<file path="src/rtl/spi_fifo_host_pkg.sv">
package spi_fifo_host_pkg;

    localparam int REG_AW = 4;

    localparam logic [REG_AW-1:0] OFS_OPCODE = 4'h0;
    localparam logic [REG_AW-1:0] OFS_COUNTS = 4'h1;
    localparam logic [REG_AW-1:0] OFS_CTRL   = 4'h2;
    localparam logic [REG_AW-1:0] OFS_STAT   = 4'h3;
    localparam logic [REG_AW-1:0] OFS_DATA   = 4'hC;
    localparam logic [REG_AW-1:0] OFS_PTR    = 4'hD;

    localparam int CTRL_GO_BIT   = 0;
    localparam int CTRL_PCLR_BIT = 4;
    localparam int STAT_BUSY_BIT = 7;

    typedef enum logic {
        ENG_IDLE  = 1'b0,
        ENG_SHIFT = 1'b1
    } eng_state_e;

endpackage

</file>
<file path="src/rtl/spi_share_fifo.sv">
module spi_share_fifo #(
    parameter int DEPTH = 8,
    parameter int PTR_W = $clog2(DEPTH)
) (
    input  logic             clk,
    input  logic             rst_n,
    input  logic             ptr_clr,
    input  logic             host_wr,
    input  logic             host_rd,
    input  logic [7:0]       host_wdata,
    output logic [7:0]       host_rdata,
    output logic [PTR_W-1:0] ptr_o,
    input  logic [PTR_W-1:0] eng_idx,
    output logic [7:0]       eng_rdata,
    input  logic             eng_wr,
    input  logic [7:0]       eng_wdata
);

    typedef struct packed {
        logic [DEPTH-1:0][7:0] mem;
        logic [PTR_W-1:0]      ptr;
    } fifo_s;

    fifo_s st_d, st_q;

    always_comb begin
        st_d = st_q;
        if (host_wr) begin
            st_d.mem[st_q.ptr] = host_wdata;
        end
        if (eng_wr) begin
            st_d.mem[eng_idx] = eng_wdata;
        end
        if (ptr_clr) begin
            st_d.ptr = '0;
        end else if (host_wr || host_rd) begin
            st_d.ptr = st_q.ptr + 1'b1;
        end
    end

    always_ff @(posedge clk or negedge rst_n) begin
        if (!rst_n) begin
            st_q <= '0;
        end else begin
            st_q <= st_d;
        end
    end

    assign host_rdata = st_q.mem[st_q.ptr];
    assign eng_rdata  = st_q.mem[eng_idx];
    assign ptr_o      = st_q.ptr;

endmodule

</file>
<file path="src/rtl/spi_xfer_engine.sv">
module spi_xfer_engine
    import spi_fifo_host_pkg::*;
#(
    parameter int DEPTH = 8,
    parameter int PTR_W = $clog2(DEPTH),
    parameter int CNT_W = 4
) (
    input  logic             clk,
    input  logic             rst_n,
    input  logic             start,
    input  logic [7:0]       opcode,
    input  logic [CNT_W-1:0] tx_cnt,
    input  logic [CNT_W-1:0] rx_cnt,
    input  logic [7:0]       fifo_rdata,
    input  logic             miso,
    output logic             busy,
    output logic             cs_n,
    output logic             sclk,
    output logic             mosi,
    output logic [PTR_W-1:0] fifo_idx,
    output logic             fifo_wr,
    output logic [7:0]       fifo_wdata
);

    localparam int IDX_W = $clog2(DEPTH + 2);

    typedef struct packed {
        eng_state_e       st;
        logic [1:0]       ph;
        logic [2:0]       bitn;
        logic [IDX_W-1:0] byte_i;
        logic [IDX_W-1:0] last;
        logic [IDX_W-1:0] txn;
        logic [7:0]       sh;
        logic             samp;
    } eng_s;

    eng_s st_d, st_q;

    logic [IDX_W-1:0] tx_lim;
    logic [IDX_W-1:0] rx_lim;
    logic [IDX_W-1:0] room;
    logic             in_reply;

    // Limit counts so that payload plus reply never exceed the buffer.
    always_comb begin
        if (32'(tx_cnt) > DEPTH) begin
            tx_lim = IDX_W'(DEPTH);
        end else begin
            tx_lim = IDX_W'(tx_cnt);
        end
        room = IDX_W'(DEPTH) - tx_lim;
        if (32'(rx_cnt) > 32'(room)) begin
            rx_lim = room;
        end else begin
            rx_lim = IDX_W'(rx_cnt);
        end
    end

    assign in_reply = (st_q.byte_i > st_q.txn);

    always_comb begin
        st_d       = st_q;
        fifo_wr    = 1'b0;
        fifo_wdata = {st_q.sh[6:0], st_q.samp};
        case (st_q.st)
            ENG_IDLE: begin
                if (start) begin
                    st_d.st     = ENG_SHIFT;
                    st_d.ph     = 2'd0;
                    st_d.bitn   = 3'd0;
                    st_d.byte_i = '0;
                    st_d.last   = tx_lim + rx_lim;
                    st_d.txn    = tx_lim;
                    st_d.sh     = opcode;
                end
            end
            default: begin
                st_d.ph = st_q.ph + 2'd1;
                if (st_q.ph == 2'd1) begin
                    st_d.samp = miso;
                end
                if (st_q.ph == 2'd3) begin
                    if (st_q.bitn != 3'd7) begin
                        st_d.sh   = {st_q.sh[6:0], st_q.samp};
                        st_d.bitn = st_q.bitn + 3'd1;
                    end else begin
                        st_d.bitn = 3'd0;
                        fifo_wr   = in_reply;
                        if (st_q.byte_i == st_q.last) begin
                            st_d.st = ENG_IDLE;
                        end else begin
                            st_d.byte_i = st_q.byte_i + 1'b1;
                            st_d.sh     = (st_q.byte_i < st_q.txn) ? fifo_rdata : 8'h00;
                        end
                    end
                end
            end
        endcase
    end

    always_ff @(posedge clk or negedge rst_n) begin
        if (!rst_n) begin
            st_q <= '0;
        end else begin
            st_q <= st_d;
        end
    end

    // Reply byte k of the wire goes to entry k-1; payload byte k+1 comes from entry k.
    assign fifo_idx = in_reply ? PTR_W'(st_q.byte_i - 1'b1) : PTR_W'(st_q.byte_i);
    assign busy     = (st_q.st == ENG_SHIFT);
    assign cs_n     = ~busy;
    assign sclk     = busy & st_q.ph[1];
    assign mosi     = st_q.sh[7];

endmodule

</file>
<file path="src/rtl/spi_host_regs.sv">
module spi_host_regs
    import spi_fifo_host_pkg::*;
#(
    parameter int PTR_W = 3
) (
    input  logic              clk,
    input  logic              rst_n,
    input  logic [REG_AW-1:0] reg_addr,
    input  logic              reg_wr,
    input  logic              reg_rd,
    input  logic [7:0]        reg_wdata,
    output logic [7:0]        reg_rdata,
    input  logic              busy,
    input  logic [PTR_W-1:0]  ptr,
    input  logic [7:0]        fifo_rdata,
    output logic [7:0]        opcode,
    output logic [7:0]        counts,
    output logic              start,
    output logic              ptr_clr,
    output logic              fifo_wr,
    output logic              fifo_rd
);

    typedef struct packed {
        logic [7:0] opcode;
        logic [7:0] counts;
    } regs_s;

    regs_s st_d, st_q;

    always_comb begin
        st_d    = st_q;
        start   = 1'b0;
        ptr_clr = 1'b0;
        fifo_wr = 1'b0;
        fifo_rd = reg_rd && (reg_addr == OFS_DATA);
        if (reg_wr) begin
            case (reg_addr)
                OFS_OPCODE: if (!busy) st_d.opcode = reg_wdata;
                OFS_COUNTS: if (!busy) st_d.counts = reg_wdata;
                OFS_CTRL: begin
                    start   = reg_wdata[CTRL_GO_BIT] && !busy;
                    ptr_clr = reg_wdata[CTRL_PCLR_BIT];
                end
                OFS_DATA: fifo_wr = !busy;
                default: ;
            endcase
        end
    end

    always_ff @(posedge clk or negedge rst_n) begin
        if (!rst_n) begin
            st_q <= '0;
        end else begin
            st_q <= st_d;
        end
    end

    always_comb begin
        reg_rdata = 8'h00;
        case (reg_addr)
            OFS_OPCODE: reg_rdata = st_q.opcode;
            OFS_COUNTS: reg_rdata = st_q.counts;
            OFS_CTRL:   reg_rdata[CTRL_GO_BIT] = busy;
            OFS_STAT:   reg_rdata[STAT_BUSY_BIT] = busy;
            OFS_DATA:   reg_rdata = fifo_rdata;
            OFS_PTR:    reg_rdata = {{(8 - PTR_W){1'b0}}, ptr};
            default:    reg_rdata = 8'h00;
        endcase
    end

    assign opcode = st_q.opcode;
    assign counts = st_q.counts;

endmodule

</file>
<file path="src/rtl/spi_fifo_host.sv">
module spi_fifo_host
    import spi_fifo_host_pkg::*;
#(
    parameter int FIFO_DEPTH = 8
) (
    input  logic              clk,
    input  logic              rst_n,
    input  logic [REG_AW-1:0] reg_addr,
    input  logic              reg_wr,
    input  logic              reg_rd,
    input  logic [7:0]        reg_wdata,
    output logic [7:0]        reg_rdata,
    output logic              spi_sclk,
    output logic              spi_cs_n,
    output logic              spi_mosi,
    input  logic              spi_miso
);

    localparam int PTR_W = $clog2(FIFO_DEPTH);
    localparam int CNT_W = 4;

    logic             busy;
    logic             start;
    logic             ptr_clr;
    logic             fifo_wr;
    logic             fifo_rd;
    logic [PTR_W-1:0] ptr;
    logic [7:0]       host_rdata;
    logic [7:0]       opcode;
    logic [7:0]       counts;
    logic [PTR_W-1:0] eng_idx;
    logic [7:0]       eng_rdata;
    logic             eng_wr;
    logic [7:0]       eng_wdata;

    spi_host_regs #(
        .PTR_W(PTR_W)
    ) u_regs (
        .clk       (clk),
        .rst_n     (rst_n),
        .reg_addr  (reg_addr),
        .reg_wr    (reg_wr),
        .reg_rd    (reg_rd),
        .reg_wdata (reg_wdata),
        .reg_rdata (reg_rdata),
        .busy      (busy),
        .ptr       (ptr),
        .fifo_rdata(host_rdata),
        .opcode    (opcode),
        .counts    (counts),
        .start     (start),
        .ptr_clr   (ptr_clr),
        .fifo_wr   (fifo_wr),
        .fifo_rd   (fifo_rd)
    );

    spi_share_fifo #(
        .DEPTH(FIFO_DEPTH),
        .PTR_W(PTR_W)
    ) u_fifo (
        .clk       (clk),
        .rst_n     (rst_n),
        .ptr_clr   (ptr_clr),
        .host_wr   (fifo_wr),
        .host_rd   (fifo_rd),
        .host_wdata(reg_wdata),
        .host_rdata(host_rdata),
        .ptr_o     (ptr),
        .eng_idx   (eng_idx),
        .eng_rdata (eng_rdata),
        .eng_wr    (eng_wr),
        .eng_wdata (eng_wdata)
    );

    spi_xfer_engine #(
        .DEPTH(FIFO_DEPTH),
        .PTR_W(PTR_W),
        .CNT_W(CNT_W)
    ) u_eng (
        .clk       (clk),
        .rst_n     (rst_n),
        .start     (start),
        .opcode    (opcode),
        .tx_cnt    (counts[CNT_W-1:0]),
        .rx_cnt    (counts[2*CNT_W-1:CNT_W]),
        .fifo_rdata(eng_rdata),
        .miso      (spi_miso),
        .busy      (busy),
        .cs_n      (spi_cs_n),
        .sclk      (spi_sclk),
        .mosi      (spi_mosi),
        .fifo_idx  (eng_idx),
        .fifo_wr   (eng_wr),
        .fifo_wdata(eng_wdata)
    );

endmodule

</file>
<file path="config.mk">
export PLATFORM = sky130hd
export DESIGN_NAME = spi_fifo_host
export DESIGN_NICKNAME = d
export VERILOG_FILES = /design/src/rtl/spi_fifo_host_pkg.sv /design/src/rtl/spi_share_fifo.sv /design/src/rtl/spi_xfer_engine.sv /design/src/rtl/spi_host_regs.sv /design/src/rtl/spi_fifo_host.sv
export SDC_FILE = /design/constraint.sdc
export NUM_CORES = 1
export LEC_CHECK = 0
export ABC_AREA = 1
export CAP_MARGIN = 10
export CORE_ASPECT_RATIO = 1.75
export CORE_UTILIZATION = 45
export CTS_BUF_LIST = sky130_fd_sc_hd__clkbuf_8
export CTS_CLUSTER_SIZE = 20
export DETAILED_ROUTE_END_ITERATION = 8
export MAX_ROUTING_LAYER = met4
export PLACE_DENSITY = 0.64
export SETUP_SLACK_MARGIN = 0.3
export SLEW_MARGIN = 20
export SYNTH_ARGS = -nofsm -noshare
export SYNTH_HDL_FRONTEND = slang
export SYNTH_HIERARCHICAL = 1
export SYNTH_SLANG_ARGS = --single-unit
</file>
<file path="constraint.sdc">
create_clock -name clk -period 3.1 [get_ports clk]
set_input_delay 0.775 -clock clk [delete_from_list [all_inputs] [get_ports clk]]
set_output_delay 0.775 -clock clk [all_outputs]
set_load 0.01 [all_outputs]
</file>
== After elaboration in Yosys (flattened, before gate mapping) ==
Index checks and enable logic that the tools add are counted.

* Bits in read-only memories: 0
* Word-level logic and storage cells: 108
* Input port bits: 17
* Memory bits (writable): 0
* Output and inout bits: 11
* Memories: 0
* Register bits after elaboration: 110
* Latch bits: 0

* Reductions and logical operators: 16
* Order comparisons: 8
* Eq/ne operators: 13
* Bitwise logic cells: 2
* Shift-type cells: 0
* Add/subtract/negate cells: 7
* Mux-type cells: 43
* Div/mod/pow operators: 0
* Multipliers: 0

{| class="wikitable"
|+ Operator list
! kind !! count
|-
| bitwise mux 64 bit || 2
|-
| two-way mux 64 bit || 2
|-
| two-way mux 8 bit || 9
|-
| binary-select mux 8 bit (select 3 bit) || 2
|-
| demux 8 bit (select 3 bit) || 2
|-
| two-way mux 26 bit || 1
|-
| case mux 6 bit (4 select lines) || 1
|-
| two-way mux 4 bit || 4
|-
| two-way mux 1 bit || 12
|-
| two-way mux 3 bit || 4
|-
| two-way mux 10 bit || 1
|-
| AND reduction 3 bit || 3
|-
| equality test 4 x 2 -> 1 bit, second input constant || 2
|-
| equality test 4 bit, second input constant || 2
|-
| > comparator 4 bit || 2
|-
| less-than comparator 3 x 4 -> 1 bit, second input constant || 2
|-
| two-way mux 7 bit || 1
|-
| adder 3 x 1 -> 3 bit, second input constant || 2
|-
| greater-or-equal comparator 3 x 1 -> 1 bit, second input constant || 2
|-
| != test 2 bit, second input constant || 3
|-
| != test 3 bit, second input constant || 2
|-
| AND reduction 2 bit || 3
|-
| case mux 1 bit (5 select lines) || 1
|-
| adder 4 x 1 -> 4 bit, second input constant || 1
|-
| 19 further kinds || 23
|}

== Longest topological paths before layout ==
* Depth in word-level cells: 9
* Gate-level depth with buffers: 21

== Cells and area by module ==
Netlist, hierarchy kept.

{| class="wikitable"
|+ Modules (own cells, without submodules)
! module !! sequential area each (um2) !! times used !! cells each !! area each (um2)
|-
| spi_share_fifo || 1676.6 || 1 || 798 || 4789.6
|-
| spi_xfer_engine || 675.6 || 1 || 253 || 1923.1
|-
| spi_host_regs || 400.4 || 1 || 136 || 972.2
|}

== Worst setup path before layout ==
No wires, ideal clock.

* Path type: reg2reg
* Start: reg u_regs.st_q, in the netlist u_regs/counts[0]
* End: reg u_eng/st_q[15] in the netlist's numbering
* Path buffers: 0
* Slack: 229 ps
* Cell stages (with the launch flop): 16
* Clock period less this slack: 2871 ps
* Data required time: 2973 ps
* Arrival time: 2744 ps
* Cell sequence: dfrtp_1 -> nor3_1 -> o21ai_0 -> ha_1 -> xnor2_1 -> ha_1 -> nand2_1 -> inv_1 -> nand2_1 -> nand2_1 -> nand2_1 -> o21ai_0 -> ha_1 -> fa_1 -> xnor2_1 -> o21ai_0

* Word-level cells in the longest chain between the ends: 6

{| class="wikitable"
|+ Ends and longest elaborated chain
! what !! RTL line !! RTL
|-
| from (decl) || spi_host_regs.sv:29 || <nowiki>regs_s st_d, st_q;</nowiki>
|-
| from (signal assigned) || spi_host_regs.sv:55 || <nowiki>st_q <= st_d;</nowiki>
|-
| > comparator 4 bit || spi_xfer_engine.sv:47 || <nowiki>if (32'(tx_cnt) > DEPTH) begin</nowiki>
|-
| two-way mux 4 bit (*) || spi_xfer_engine.sv:47 ||
|-
| subtractor 4 bit || spi_xfer_engine.sv:52 || <nowiki>room = IDX_W'(DEPTH) - tx_lim;</nowiki>
|-
| > comparator 4 bit || spi_xfer_engine.sv:53 || <nowiki>if (32'(rx_cnt) > 32'(room)) begin</nowiki>
|-
| two-way mux 4 bit || spi_xfer_engine.sv:53 ||
|-
| adder 4 bit (*) || spi_xfer_engine.sv:73 || <nowiki>st_d.last = tx_lim + rx_lim;</nowiki>
|-
| to (signal assigned) || spi_xfer_engine.sv:106 || <nowiki>st_q <= st_d;</nowiki>
|-
| to (decl) || spi_xfer_engine.sv:38 || <nowiki>eng_s st_d, st_q;</nowiki>
|}

Mark *: on every way between the ends. The rest lies on a longest branch, timed or not.
A chain may end at the register's enable or synchronous reset.

== Worst setup path after layout ==
* Start: reg u_regs.st_q, in the netlist u_regs/counts[1]
* End: reg u_eng/st_q[16] in the netlist's numbering

Same word-level chain as after synthesis.

==> impl_metrics.py <==
metrics = {
    "timing": {
        "clock_skew_ns": 0.0228,
        "tightest_slew_ns": 0.805,
        "period_needed_ns": 2.91,
        "setup_violations": 0,
        "rsz0062_at_grt": "yes",
        "hold_violations": 0,
        "slew_headroom_pct": 46.1,
        "timing.final.ws_setup_ns": 0.194,
        "fin_crit_sh_pct": 93.7,
        "fmax_ghz": 0.344,
        "tns_ns": 0,
        "drv_slew": 0,
    },
    "yosys": {
        "synth.avg_cell_area_sq_um": 6.47,
        "synth.top_cell.area_share_pct": 35.8,
        "synth_edf_count": 0,
        "yosys-top-cells-area": "dfrtp_1 36%, nand2_1 25%, inv_1 8.1%, nand3_1 7.9%, o211ai_1 4.6%",
        "netlist_area_sq_um": 7680,
        "yosys.cell_types.count": 29,
        "synth_most_common_cell": "nand2_1",
        "yosys.area.top_type": "dfrtp_1",
        "synth_common_cells": "517 x nand2_1, 165 x inv_1, 122 x nand3_1",
        "ys.flop_type": "dfrtp_1",
        "async_flop_share_pct": 100,
        "yosysSeqAreaShare_pct": 35.8,
        "syn-instance-count": 1187,
        "ys_seq_elements": 110,
        "yosysWarnings": 6,
        "syn_nets": 1224,
    },
    "placement": {
        "numPortBuffers": 27,
        "placedCellCount": 1464,
        "dp_slack_ns": -0.164,
        "routabilityCongestion": 1.02,
        "dpl.hpwl_um": 21000,
    },
    "floorplan": {
        "die_area_sq_um": 17600,
        "core-area_sq_um": 16500,
        "start_util_pct": 46.5,
        "die_y_um": 175,
        "rows": 62,
        "ioPinCount": 28,
        "dieWidth_um": 101,
    },
    "clocking": {
        "htreeDepth": 3,
        "ctsHoldBuffers": 0,
        "clock_sinks": 110,
        "cts_tree": "yes",
        "ctsRootBufferMaster": "clkbuf_8",
        "clockBufferDepth": 2,
        "cts_buffers": 9,
        "clk_latency_ns": 0.41,
        "path_clk_slew_ns": 0.11,
    },
    "routing": {
        "via_per_inst": 5.50,
        "drt_wl_total_um": 31000,
        "drt_iter0_markers": 777,
        "first_pass_iters": 8,
        "vias": 8399,
        "antenna_left": 0,
        "drc": 0,
        "wire_per_inst_um": 20.3,
    },
    "setup_path": {
        "crit_type": "flop to flop",
        "start_kind": "flop",
        "arrival_ns": 3.19,
        "critPathCaptureType": "flop",
        "crit_path_max_fanout": 3,
        "cp.required_ns": 3.38,
    },
    "power_and_ir_drop": {
        "p_per_area_nw_per_um2": 959,
        "switchingPower_mw": 4.69,
        "power_frac_comb_pct": 64.5,
        "pwr-share-seq_pct": 26.1,
        "vdd_drop_max_uv": 621,
        "pwr-share-clk_pct": 9.3,
        "internal_power_mw": 4.48,
        "netSwitchingFraction_pct": 51.1,
        "leakagePower_nw": 5.14,
        "finalPower_mw": 9.17,
    },
    "layout": {
        "antenna_cells": 0,
        "layout.nets": 1337,
        "drive_above_1_share_pct": 19.2,
        "final_cells": 1528,
        "area_delta_synth_final_pct": 24.5,
    },
    "global_routing": {
        "grt_pass1_vias": 8069,
        "grt_pass1_wl_um": 45500,
        "overflow": 0,
        "grt_max_degree": 51,
        "antenna_found_initial": 0,
        "grtUsageTotal_pct": 36.5,
    },
    "hold_path": {
        "hold_path.class": "input port to async pin",
    },
    "outcome": {
        "outcome": "finished, final reports clean",
    },
    "run": {
        "drv_cap": 0,
    },
}
==> placed cells by master (no fill, tap or decap), types with 6 or more instances in the layout <==
cell type	instances
dfrtp_1	103
nor2_2	13
nor3_1	6
clkbuf_8	9
buf_6	12
ha_1	13
inv_2	17
inv_1	156
nand2_2	26
buf_4	96
o21ai_0	40
nor2_1	33
o21ai_2	7
clkdlybuf4s50_1	14
nand3_2	9
o211ai_1	47
o21ai_1	7
dfrtp_2	7
nand2_1	497
nand4_1	6
nand2_4	6
nor2_4	6
a21oi_1	10
nand3_1	111
==> kinds of logic after synthesis <==
| group | count (synthesis) | share of synthesized area [%] |
|---|---|---|
| fa+ha+maj | 20 | 3.35 |
| buf+inv | 217 | 12.0 |
| flops | 110 | 35.8 |
| xor+xnor | 8 | 0.912 |
| simple gates | 716 | 38.6 |
| compound gates | 116 | 9.36 |
==> power by group through the flow <==
| stage | Sequential [mW] | Clock [mW] | Combinational (mW) |
|---|---|---|---|
| after floorplan | 2.12 | 0 | 2.85 |
| after global placement | 2.39 | 0 | 4.12 |
| after detailed placement | 2.40 | 0 | 4.16 |
| after CTS | 2.36 | 0.874 | 4.77 |
| after global routing | 2.43 | 0.945 | 6.32 |
| final | 2.40 | 0.856 | 5.92 |
==> final cells by class <==
type / instances / area [sq um]
Inverter: 175 / 688
Multi-Input combinational cell: 861 / 4370
Fill cell: 1610 / 6960
Tap cell: 224 / 280
Timing Repair Buffer: 143 / 1290
Clock inverter: 6 / 50.0
Clock buffer: 9 / 124
Sequential cell: 110 / 2760
==> through the flow <==
stage                     utilization [%]  hold slack, ns  area [sq um]
final                                57.9           0.406          9570
after global routing                 57.9           0.434          9570
after CTS                            55.0           0.433          9080
after detailed placement             51.8           0.482          8560
after global placement               51.8           0.472          8560
after floorplan                         -           0.453          7690
==> worst paths after layout <==
path | startpoint | end | slack (ns) | depth (start not counted)
worst max-delay path | u_regs/counts[1] | u_eng/st_q[16] | 0.19 | 21
worst min-delay path | rst_n | u_fifo/ptr_o[0] | 0.41 | 1
worst max register to register | u_regs/counts[1] | u_eng/st_q[16] | 0.19 | 21
worst min register to register | u_eng/st_q[11] | u_eng/st_q[11] | 0.52 | 2
max in group asynchronous | rst_n | u_eng/st_q[19] | 1.96 | 2
min in group clk | u_eng/st_q[11] | u_eng/st_q[11] | 0.52 | 2
==> state kept, by name, indices dropped and copies added, names as in the netlist <==
| name | count |
|---|---|
| u_fifo/st_q | 64 |
| u_eng/st_q | 17 |
| u_eng/fifo_wdata | 8 |
| u_regs/counts | 8 |
| u_regs/opcode | 8 |
| u_fifo/ptr_o | 3 |
| u_eng/busy | 1 |
| u_eng/mosi | 1 |
==> routing by layer <==
layer	GRT usage [%]	wire (um)	vias up
met5	-	0	-
met4	28.9	3130	0
met3	6.92	2250	160
met2	59.0	15100	424
met1	38.5	10500	3896
li1	-	-	3919
==> critical path, cell delays in order (launching register included) <==
cell and delay (ns):
dfrtp_2 0.46, nor3_4 0.24, o21ai_2 0.10, ha_4 0.18, xnor2_4 0.21, ha_4 0.23
nand2_2 0.05, inv_2 0.05, nand2_2 0.08, nand2_4 0.08, buf_6 0.13, buf_6 0.10
buf_6 0.10, buf_6 0.10, buf_6 0.10, buf_6 0.10, nand3_2 0.06, nand3_2 0.08
nand2_1 0.10, nand2_2 0.07, nand3_4 0.08, nand2_2 0.05
==> what timing repair did <==
| action | CTS | global route |
|---|---|---|
| pin swaps | 26 | 47 |
| cloned | 3 | 5 |
| setup buffers | 26 | 15 |
| endpoints found under the setup margin | 16 | 57 |
| gates resized for setup | 67 | 78 |
Note: power is estimated with default switching activity, not from simulation.
